[config.mk]
export PLATFORM = sky130hd
export DESIGN_NAME = fdith_seq
export DESIGN_NICKNAME = d
export VERILOG_FILES = /design/src/rtl/fdith_pkg.sv /design/src/rtl/fdith_frame_ctr.sv /design/src/rtl/fdith_patbuf.sv /design/src/rtl/fdith_porch.sv /design/src/rtl/fdith_seq.sv
export SDC_FILE = /design/constraint.sdc
export NUM_CORES = 1
export LEC_CHECK = 0
export BUFFER_PORTS_ARGS = -buffer_cell sky130_fd_sc_hd__buf_4
export CAP_MARGIN = 10
export CORE_ASPECT_RATIO = 0.5
export CORE_MARGIN = 5
export CORE_UTILIZATION = 30
export CTS_BUF_LIST = sky130_fd_sc_hd__clkbuf_8 sky130_fd_sc_hd__clkbuf_16
export DETAILED_ROUTE_END_ITERATION = 10
export PLACE_DENSITY = 0.42
export SETUP_SLACK_MARGIN = 0.5
export SYNTH_ARGS = -nofsm -noshare
export SYNTH_HDL_FRONTEND = slang
export SYNTH_SLANG_ARGS = --single-unit
[constraint.sdc]
create_clock -name clk -period 18.1 [get_ports clk]
set_input_delay 1.81 -clock clk [delete_from_list [all_inputs] [get_ports clk]]
set_output_delay 1.81 -clock clk [all_outputs]
set_load 0.02 [all_outputs]
[src/rtl/fdith_pkg.sv]
package fdith_pkg;

    localparam int DEF_VT_W     = 16;
    localparam int DEF_PAT_BITS = 128;

    typedef enum logic [1:0] {
        EV_NONE   = 2'd0,
        EV_STEP   = 2'd1,
        EV_SWITCH = 2'd2
    } fd_event_e;

    // position following pos in a ring of len entries; len 0 pins to 0
    function automatic int next_pos(input int pos, input int len);
        if (len == 0)        return 0;
        if (pos + 1 >= len)  return 0;
        return pos + 1;
    endfunction

endpackage

[src/rtl/fdith_frame_ctr.sv]
module fdith_frame_ctr
    import fdith_pkg::*;
#(
    parameter  int PAT_BITS = DEF_PAT_BITS,
    localparam int IDX_W    = $clog2(PAT_BITS),
    localparam int LEN_W    = $clog2(PAT_BITS + 1)
) (
    input  logic             clk,
    input  logic             rst_n,
    input  logic             restart,
    input  logic             adv,
    input  logic [LEN_W-1:0] len,
    output logic [IDX_W-1:0] pos
);

    typedef struct packed {
        logic [IDX_W-1:0] cnt;
    } ctr_t;

    ctr_t s_d, s_q;

    always_comb begin
        s_d = s_q;
        if (restart) begin
            // frame that switches consumes index 0
            s_d.cnt = adv ? IDX_W'(next_pos(0, int'(len))) : '0;
        end else if (adv) begin
            s_d.cnt = IDX_W'(next_pos(int'(s_q.cnt), int'(len)));
        end
    end

    always_ff @(posedge clk or negedge rst_n) begin
        if (!rst_n) s_q <= '0;
        else        s_q <= s_d;
    end

    assign pos = s_q.cnt;

endmodule

[src/rtl/fdith_patbuf.sv]
module fdith_patbuf
    import fdith_pkg::*;
#(
    parameter  int PAT_BITS  = DEF_PAT_BITS,
    localparam int PAT_BYTES = PAT_BITS / 8,
    localparam int BYTE_AW   = $clog2(PAT_BYTES),
    localparam int IDX_W     = $clog2(PAT_BITS)
) (
    input  logic               clk,
    input  logic               rst_n,
    input  logic               wr_en,
    input  logic [BYTE_AW-1:0] wr_addr,
    input  logic [7:0]         wr_byte,
    input  logic               promote,
    input  logic [IDX_W-1:0]   pos,
    output logic               bit_o
);

    typedef struct packed {
        logic [PAT_BYTES-1:0][7:0] pend;
        logic [PAT_BYTES-1:0][7:0] act;
    } buf_t;

    buf_t s_d, s_q;
    logic [PAT_BITS-1:0] act_flat;

    always_comb begin
        s_d = s_q;
        if (promote) s_d.act = s_q.pend;
        if (wr_en)   s_d.pend[wr_addr] = wr_byte;
    end

    always_ff @(posedge clk or negedge rst_n) begin
        if (!rst_n) s_q <= '0;
        else        s_q <= s_d;
    end

    // flat index i maps to the MSB-first bit of its byte
    for (genvar i = 0; i < PAT_BITS; i++) begin : g_flat
        assign act_flat[i] = s_q.act[i / 8][7 - (i % 8)];
    end

    // a promoting frame reads index 0 of the incoming pattern
    assign bit_o = promote ? s_q.pend[0][7] : act_flat[pos];

endmodule

[src/rtl/fdith_porch.sv]
module fdith_porch
    import fdith_pkg::*;
#(
    parameter int VT_W = DEF_VT_W
) (
    input  logic [VT_W-1:0] vtot,
    input  logic [VT_W-1:0] nom_vtotal,
    input  logic [VT_W-1:0] nom_vsync_start,
    input  logic [VT_W-1:0] nom_vdisplay,
    output logic [VT_W-1:0] vfp
);

    logic [VT_W-1:0] base_fp;
    logic [VT_W-1:0] delta;

    always_comb begin
        base_fp = nom_vsync_start - nom_vdisplay;
        delta   = vtot - nom_vtotal;
        vfp     = base_fp + delta;
    end

endmodule

[src/rtl/fdith_seq.sv]
module fdith_seq
    import fdith_pkg::*;
#(
    parameter  int VT_W      = DEF_VT_W,
    parameter  int PAT_BITS  = DEF_PAT_BITS,
    localparam int LEN_W     = $clog2(PAT_BITS + 1),
    localparam int IDX_W     = $clog2(PAT_BITS),
    localparam int BYTE_AW   = $clog2(PAT_BITS / 8)
) (
    input  logic               clk,
    input  logic               rst_n,
    input  logic               pat_we,
    input  logic [BYTE_AW-1:0] pat_addr,
    input  logic [7:0]         pat_byte,
    input  logic [VT_W-1:0]    cfg_base,
    input  logic [LEN_W-1:0]   cfg_len,
    input  logic               cfg_apply,
    input  logic               mode_en,
    input  logic               frame_start,
    input  logic [VT_W-1:0]    nom_vtotal,
    input  logic [VT_W-1:0]    nom_vsync_start,
    input  logic [VT_W-1:0]    nom_vdisplay,
    output logic [VT_W-1:0]    vtotal_o,
    output logic [VT_W-1:0]    vfp_o,
    output logic               timing_upd_o
);

    localparam logic [LEN_W-1:0] LEN_MAX = LEN_W'(PAT_BITS);

    typedef struct packed {
        logic             arm;
        logic [VT_W-1:0]  pbase;
        logic [LEN_W-1:0] plen;
        logic [VT_W-1:0]  base;
        logic [LEN_W-1:0] len;
        logic [VT_W-1:0]  vtot;
        logic [VT_W-1:0]  vfp;
        logic             upd;
    } seq_t;

    seq_t s_d, s_q;

    fd_event_e        ev;
    logic             sw;
    logic [VT_W-1:0]  eff_base;
    logic [LEN_W-1:0] eff_len;
    logic [IDX_W-1:0] ctr_pos;
    logic [IDX_W-1:0] use_pos;
    logic             pat_bit;
    logic [VT_W-1:0]  cand;
    logic             adv;
    logic [VT_W-1:0]  cand_vfp;

    always_comb begin
        sw       = frame_start & s_q.arm;
        eff_base = sw ? s_q.pbase : s_q.base;
        eff_len  = sw ? s_q.plen  : s_q.len;
        use_pos  = sw ? '0 : ctr_pos;
        cand     = eff_base + VT_W'((eff_len != '0) & pat_bit);
        adv      = frame_start & mode_en & (cand != '0);
        if (sw)       ev = EV_SWITCH;
        else if (adv) ev = EV_STEP;
        else          ev = EV_NONE;
    end

    always_comb begin
        s_d     = s_q;
        s_d.arm = (s_q.arm & ~frame_start) | cfg_apply;
        if (cfg_apply) begin
            s_d.pbase = cfg_base;
            s_d.plen  = (cfg_len > LEN_MAX) ? LEN_MAX : cfg_len;
        end
        if (ev == EV_SWITCH) begin
            s_d.base = s_q.pbase;
            s_d.len  = s_q.plen;
        end
        s_d.upd = adv;
        if (adv) begin
            s_d.vtot = cand;
            s_d.vfp  = cand_vfp;
        end
    end

    always_ff @(posedge clk or negedge rst_n) begin
        if (!rst_n) s_q <= '0;
        else        s_q <= s_d;
    end

    fdith_frame_ctr #(.PAT_BITS(PAT_BITS)) u_ctr (
        .clk     (clk),
        .rst_n   (rst_n),
        .restart (ev == EV_SWITCH),
        .adv     (adv),
        .len     (eff_len),
        .pos     (ctr_pos)
    );

    fdith_patbuf #(.PAT_BITS(PAT_BITS)) u_pat (
        .clk     (clk),
        .rst_n   (rst_n),
        .wr_en   (pat_we),
        .wr_addr (pat_addr),
        .wr_byte (pat_byte),
        .promote (sw),
        .pos     (use_pos),
        .bit_o   (pat_bit)
    );

    fdith_porch #(.VT_W(VT_W)) u_porch (
        .vtot            (cand),
        .nom_vtotal      (nom_vtotal),
        .nom_vsync_start (nom_vsync_start),
        .nom_vdisplay    (nom_vdisplay),
        .vfp             (cand_vfp)
    );

    assign vtotal_o     = s_q.vtot;
    assign vfp_o        = s_q.vfp;
    assign timing_upd_o = s_q.upd;

endmodule

Word-level counts from Yosys, hierarchy flattened
Index checks and enable logic that the tools add are counted.
{"block": "word_totals", "reg_bits": 345, "inputBits": 90}
{"block": "op_classes", "n_addsub": 5, "n_lt_le_gt_ge": 6, "n_eq_ne": 1, "muxes": 30, "n_bitwise": 7, "n_reduce_logical": 5}
{"operator": "$bwmux W128", "count": 1}
{"operator": "$mux W7", "count": 7}
{"operator": "$demux W8 S4", "count": 1}
{"operator": "$sub A16 B16 Y16", "count": 2}
{"operator": "$mux W8", "count": 3}
{"operator": "$add A16 B1 Y16", "count": 1}
{"operator": "$add A16 B16 Y16", "count": 1}
{"operator": "$mux W16", "count": 1}
{"operator": "$reduce_bool A16 Y1", "count": 1}
{"operator": "$mux W1", "count": 15}
{"operator": "$add A7 B1 Y8 const B", "count": 1}
{"operator": "$ge A1 B8 Y1 const A", "count": 1}
{"operator": "$ge A8 B8 Y1", "count": 1}
{"operator": "$gt A8 B8 Y1 const B", "count": 1}
{"operator": "$logic_not A8 Y1", "count": 1}
{"operator": "$lt A7 B8 Y1 const B", "count": 1}
{"operator": "$reduce_bool A8 Y1", "count": 1}
{"operator": "$bmux W1 S7", "count": 1}
{"operator": "$and A1 B1 Y1", "count": 5}
{"operator": "$lt A4 B5 Y1 const B", "count": 1}
{"operator": "$ge A4 B1 Y1 const B", "count": 1}
{"operator": "$eq A2 B2 Y1 const B", "count": 1}
{"operator": "$mux W2", "count": 1}
{"operator": "$reduce_bool A2 Y1", "count": 1}
{"operator": "other kinds (3)", "count": 3}

Longest topological paths before layout
{"block": "logic_depth", "ltp_word": 20, "mapped_depth": 27, "ltp_nobuf": 24}

Modules after synthesis
From an unflattened synthesis, not the netlist that was laid out.
{"block": "hier_totals", "cells_unflattened": 1339, "hier_area_um2": 17165.2}
{"mod": "fdith_patbuf", "instances": 1, "cells_each": 694, "area_per_inst_um2": 10804.1, "seq_area_each_um2": 6406.1}
{"mod": "fdith_seq", "instances": 1, "cells_each": 364, "area_per_inst_um2": 4025.1, "seq_area_each_um2": 2052.0}
{"mod": "fdith_porch", "instances": 1, "cells_each": 203, "area_per_inst_um2": 1672.9, "seq_area_each_um2": 0.0}
{"mod": "fdith_frame_ctr", "instances": 1, "cells_each": 78, "area_per_inst_um2": 663.1, "seq_area_each_um2": 175.2}

Least setup slack after synthesis
OpenSTA, ideal clock, no wires.
{"block": "synth_timing", "path_type": "input to register", "start": "input port frame_start", "end": "register s_q, in the netlist vfp_o[14]", "t_arrival_ns": 7.623, "required_time_ns": 17.975, "path_slack_ns": 10.352, "cell_stages": 27, "n_path_buf": 3, "path_cell_list": "buf_4 > a21boi_2 > buf_8 > buf_6 > nand2_1 > a31oi_1 > o21ai_0 > a2111oi_0 > nor3b_1 > or4b_2 > o311ai_0 > ha_1 > nand3_1 > mux2i_1 > a21boi_0 > or2_2 > fa_1 > inv_1 > ha_1 > or3_1 > a311oi_1 > o31ai_1 > o41ai_1 > o21bai_1 > a21oi_1 > xnor2_1 > mux2_2"}
{"block": "synth_via", "elab_chain_cells": 9, "word_cells_on_any_way": 15, "cone_classes": "3 x add/sub; 6 x mux; 4 x bitwise; 2 x reduce/logical"}
{"item": "start, declared", "line_no": "fdith_seq.sv:19", "text": "input logic frame_start,"}
{"item": "$and A1 B1 Y1", "line_no": "fdith_seq.sv:55", "text": "sw = frame_start & s_q.arm;"}
{"item": "$mux W7", "line_no": "fdith_seq.sv:58", "text": "use_pos = sw ? '0 : ctr_pos;"}
{"item": "$bmux W1 S7", "line_no": "fdith_patbuf.sv:44", "text": "assign bit_o = promote ? s_q.pend[0][7] : act_flat[pos];"}
{"item": "$mux W1 (implied by the code)", "line_no": "fdith_patbuf.sv:44"}
{"item": "$mux W1", "line_no": "fdith_patbuf.sv:44"}
{"item": "$and A1 B1 Y1", "line_no": "fdith_seq.sv:59", "text": "cand = eff_base + VT_W'((eff_len != '0) & pat_bit);"}
{"item": "$add A16 B1 Y16", "line_no": "fdith_seq.sv:59"}
{"item": "$sub A16 B16 Y16 or $reduce_bool A16 Y1 (tied branches)", "line_no": "fdith_porch.sv:18, fdith_seq.sv:60"}
{"item": "$add A16 B16 Y16 or $and A1 B1 Y1 (tied branches)", "line_no": "fdith_porch.sv:19, fdith_seq.sv:60"}
{"item": "end signal, assigned", "line_no": "fdith_seq.sv:85", "text": "if (!rst_n) s_q <= '0;"}
{"item": "end signal, assigned", "line_no": "fdith_seq.sv:86", "text": "else s_q <= s_d;"}
{"item": "end, declared", "line_no": "fdith_seq.sv:41", "text": "seq_t s_d, s_q;"}
Parallel ways exist; a longest one is shown, timed or not. The select of a mux whose other input is x is not followed.
A chain may end at the register's enable or synchronous reset.

Final worst setup path
Same ends and word-level chain as after synthesis.

==> impl_metrics.csv <==
group,metric,value,unit
routing,post-route-drc-count,0,
yosys,post_synth_num_cell_types,72,
worst_setup_path,critPathMaxStageDelay,0.72,ns
timing,worst-slew-pin-transition,1.08,ns
place,total_placed_cells_including_tap_cells,2323,
yosys,mappedNetlistNets,1690,
finish,syn_to_final_growth,16.3,%
global_route,first_global_vias,11800,
global_route,grt_start_max_net_pins,172,
routing,route.vias.total,11200,
global_route,grt_pass1_wl,70.4,mm
place,dpl.hpwl,28.7,mm
timing,drv_slew,0,
finish,n_fill_cell,5579,
finish,diodes,0,
place,io_buffer_count,122,
die,io_pins,123,
routing,wl_per_cell,18.6,um
hold_path,hold_path_startpoint,"u_pat.s_q[133]",
hold_path,whs_endpoint,"u_pat.act_flat[2]",
timing,totalNegativeSetupSlack,0,ns
routing,drt_first_pass_iters,5,
power,p_comb_share,25.6,%
power,sequential_power_share,41.6,%
clocking,cts_buffers,38,
power,power_switching_share,30.6,%
finish,share_of_layout_cells_above_drive_strength_1,24.9,%
worst_setup_path,end_kind,"flip-flop",
timing,max_freq,114,MHz
hold_path,timing.hold.worst.class,"flip-flop to flip-flop",
power,power-per-cell-area,129,nW/um^2
clocking,cts.path.max_buffers,3,
timing,total_count_of_hold_check_failures_in_the_final_report,0,
routing,avgViaCountPerCell,4.69,
die,die_area,61100,um^2
worst_setup_path,path_max_fanout,63,
worst_setup_path,r2r.worst_path.cells,24,
worst_setup_path,capturing_point_of_the_worst_reg2reg_path,"vfp_o[14]",
clocking,cts_post_setup_buffers_inserted,0,
die,die_w,345,um
yosys,avgSynthCellArea,10.9,um^2
job,drv.max_cap_violation_count,0,
worst_setup_path,start_kind,"primary input",
yosys,synth-async-reset-ratio,100,%
status,outcome,"finished, final reports clean",
worst_setup_path,critical_setup_path_class,"primary input to flip-flop",
die,core-area,55500,um^2
routing,drtAntennaViolNets,0,
timing,timing.clock.skew,0.0201,ns
clocking,tritoncts,"built",
timing,slew-limit-headroom,27.9,%
yosys,post_synth_instance_area,16800,um^2
die,initial_utilization,30.3,%
die,floorplan.die.height,177,um
die,std_cell_rows,61,
worst_setup_path,critical_path.reg2reg.startpoint,"s_q[81]",
power,total_switching_power,0.770,mW
clocking,cts.htree.levels,2,
timing,fin_crit_sh,48.4,%
worst_setup_path,r2r_slack,10.02,ns
yosys,yosys_warnings,0,
global_route,globalRouteTotalUtil,14.7,%
finish,multiInputGateArea,7330,um^2
global_route,grt_antenna_before_repair,0,
worst_setup_path,crit_required,18.52,ns
worst_setup_path,arrival,9.18,ns
power,leakagePower,9.15,nW
place,placer_congestion,0.763,
timing,period_minus_slack,8.76,ns
routing,drt-initial-drc-count,755,
power,internal_power,1.75,mW
yosys,synth-edff-count,0,
clocking,clk_pin_slew_worst_paths,0.06,ns
yosys,proportion_of_synthesized_chip_area_in_sequential_cells,51.4,%
clocking,clk_root_buffer_cell,"sky130_fd_sc_hd__clkbuf_16",
worst_setup_path,critical_path_slowest_stage_cell,"sky130_fd_sc_hd__buf_4",
clocking,clock_sink_count,345,
clocking,cts_hold_buf,0,
global_route,grt_overflow_total,0,
clocking,cts_resized,0,
yosys,ys_flop_type,"sky130_fd_sc_hd__dfrtp_1",
clocking,insertion_delay,0.54,ns
power,vdd_ir_drop_max,71.3,uV
finish,nNetsFinal,1754,
yosys,synthCells,1543,
routing,wirelength,44.5,mm
timing,report.final.setup_viol,0,
hold_path,timing.hold.worst_path_depth,2,
finish,final-seq-area,8630,um^2
timing,unrepaired_setup_endpoints_after_global_routing,"false",
power,share_clk_of_total_power,32.9,%
finish,layoutNonFillerInstCount,2390,
yosys,synth-seq-cells,345,
## cell usage after synthesis, types with 5 or more instances
| cell | count | area share [%] |
|---|---|---|
| sky130_fd_sc_hd__nor2_1 | 38 | 0.85 |
| sky130_fd_sc_hd__fa_1 | 30 | 3.6 |
| sky130_fd_sc_hd__mux2i_1 | 33 | 2.0 |
| sky130_fd_sc_hd__nand3_1 | 18 | 0.54 |
| sky130_fd_sc_hd__or3_1 | 7 | 0.26 |
| sky130_fd_sc_hd__buf_2 | 5 | 0.15 |
| sky130_fd_sc_hd__nand4_1 | 9 | 0.34 |
| sky130_fd_sc_hd__mux2_2 | 174 | 12 |
| sky130_fd_sc_hd__dfrtp_1 | 345 | 51 |
| sky130_fd_sc_hd__nor2b_1 | 8 | 0.30 |
| sky130_fd_sc_hd__a211oi_1 | 11 | 0.49 |
| sky130_fd_sc_hd__a21oi_1 | 19 | 0.57 |
| sky130_fd_sc_hd__o31ai_1 | 5 | 0.22 |
| sky130_fd_sc_hd__buf_4 | 35 | 1.6 |
| sky130_fd_sc_hd__mux2_4 | 11 | 0.98 |
| sky130_fd_sc_hd__inv_1 | 72 | 1.6 |
| sky130_fd_sc_hd__o211ai_1 | 5 | 0.22 |
| sky130_fd_sc_hd__a21boi_0 | 6 | 0.27 |
| sky130_fd_sc_hd__and2_1 | 6 | 0.22 |
| sky130_fd_sc_hd__a21o_1 | 6 | 0.27 |
| sky130_fd_sc_hd__a31oi_1 | 6 | 0.22 |
| sky130_fd_sc_hd__nand2_1 | 422 | 9.4 |
| sky130_fd_sc_hd__o21ai_0 | 31 | 0.92 |
| sky130_fd_sc_hd__nand2b_1 | 8 | 0.30 |
| sky130_fd_sc_hd__nand3b_1 | 10 | 0.45 |
| sky130_fd_sc_hd__xnor2_1 | 25 | 1.3 |
| sky130_fd_sc_hd__ha_1 | 27 | 2.0 |
| sky130_fd_sc_hd__xor2_1 | 11 | 0.57 |
| sky130_fd_sc_hd__mux4_2 | 12 | 1.6 |
| sky130_fd_sc_hd__clkbuf_1 | 59 | 1.3 |
| sky130_fd_sc_hd__nor3_1 | 6 | 0.18 |
| sky130_fd_sc_hd__a22oi_1 | 5 | 0.22 |
## sequential cells by signal (all words and copies together), names as in the netlist
register and count:
s_q 49, timing_upd_o 1, u_ctr.pos 7, u_pat.act_flat 128, u_pat.s_q 128, vfp_o 16, vtotal_o 16
## cells in the final DEF (no fill, tap or decap), types with 11 or more instances in the layout
cell and n:
sky130_fd_sc_hd__mux2_4 11, sky130_fd_sc_hd__ha_1 27, sky130_fd_sc_hd__inv_1 76, sky130_fd_sc_hd__buf_4 130
sky130_fd_sc_hd__clkbuf_16 39, sky130_fd_sc_hd__o21ai_0 31, sky130_fd_sc_hd__a211oi_1 11, sky130_fd_sc_hd__fa_1 30
sky130_fd_sc_hd__mux2_2 174, sky130_fd_sc_hd__mux4_2 12, sky130_fd_sc_hd__xor2_1 11, sky130_fd_sc_hd__xnor2_1 25
sky130_fd_sc_hd__a21oi_1 19, sky130_fd_sc_hd__nor2_1 38, sky130_fd_sc_hd__nand2_1 422, sky130_fd_sc_hd__nand3_1 18
sky130_fd_sc_hd__mux2i_1 33, sky130_fd_sc_hd__dfrtp_1 345
## per-stage QoR
step	instance area [um^2]	setup WS (ns)	util, %	power, mW	hold slack (ns)
finish	19500	9.34	35.2	2.52	0.458
global route	19500	8.80	35.2	2.68	0.477
CTS	19500	9.34	35.2	2.56	0.458
detailed placement	18200	8.77	32.8	1.71	0.446
global placement	18200	8.91	32.8	1.69	0.441
floorplan	16800	10.35	-	1.52	0.433
## layout make-up
type	instances	area share (%)
clock buffers	47	5.56
clock inverters	20	1.29
inverters	72	1.38
multi-input cells	1018	37.5
flip-flops and latches	345	44.2
well taps	756	4.84
repair buffers	132	5.18
## how the worst max path moves through the flow
stage                      from   endpoint  slack [ns]  cells past startpoint
floorplan           frame_start  vfp_o[14]       10.35                     27
global placement    frame_start  vfp_o[14]        8.91                     25
detailed placement  frame_start  vfp_o[14]        8.77                     25
CTS                 frame_start  vfp_o[14]        9.34                     25
global route        frame_start  vfp_o[14]        8.80                     25
finish              frame_start  vfp_o[14]        9.34                     25
## power groups by stage
stage          sequential, mW  clock, mW  combinational (mW)
2_1_floorplan            1.02          0               0.496
3_3_place_gp             1.06          0               0.640
3_5_place_dp             1.06          0               0.651
4_1_cts                  1.05      0.856               0.654
5_1_grt                  1.07      0.888               0.722
6_report                 1.05      0.827               0.643
## cell families after synthesis
logic type / synth area share (%)
buffers and inverters: 5.09
xor gates and xnor gates: 1.88
and+or+nand+nor: 13.9
adders and majority gates: 5.59
AOI/OAI and AO/OA: 5.74
muxes: 16.4
DFF: 51.4
## layer usage
metal / wire length (um) / share of wire, % / global-route usage (%) / vias to the layer above
met5: 0 / 0 / 0 / -
met4: 798 / 1.8 / 3.13 / 0
met1: 21400 / 48 / 20.9 / 5721
met2: 20600 / 46 / 23.7 / 177
li1: - / - / - / 5265
met3: 1700 / 3.8 / 2.33 / 58
## worst max-delay path, delay by kind of cell
kind                       cells  cell delay, ns
xor gates and xnor gates       1            0.08
AOI/OAI and AO/OA              9            1.94
muxes                          3            0.95
adders and majority gates      3            1.09
and+or+nand+nor                6            2.25
buffers and inverters          3            0.97
Note: power is estimated with default switching activity, not from simulation.
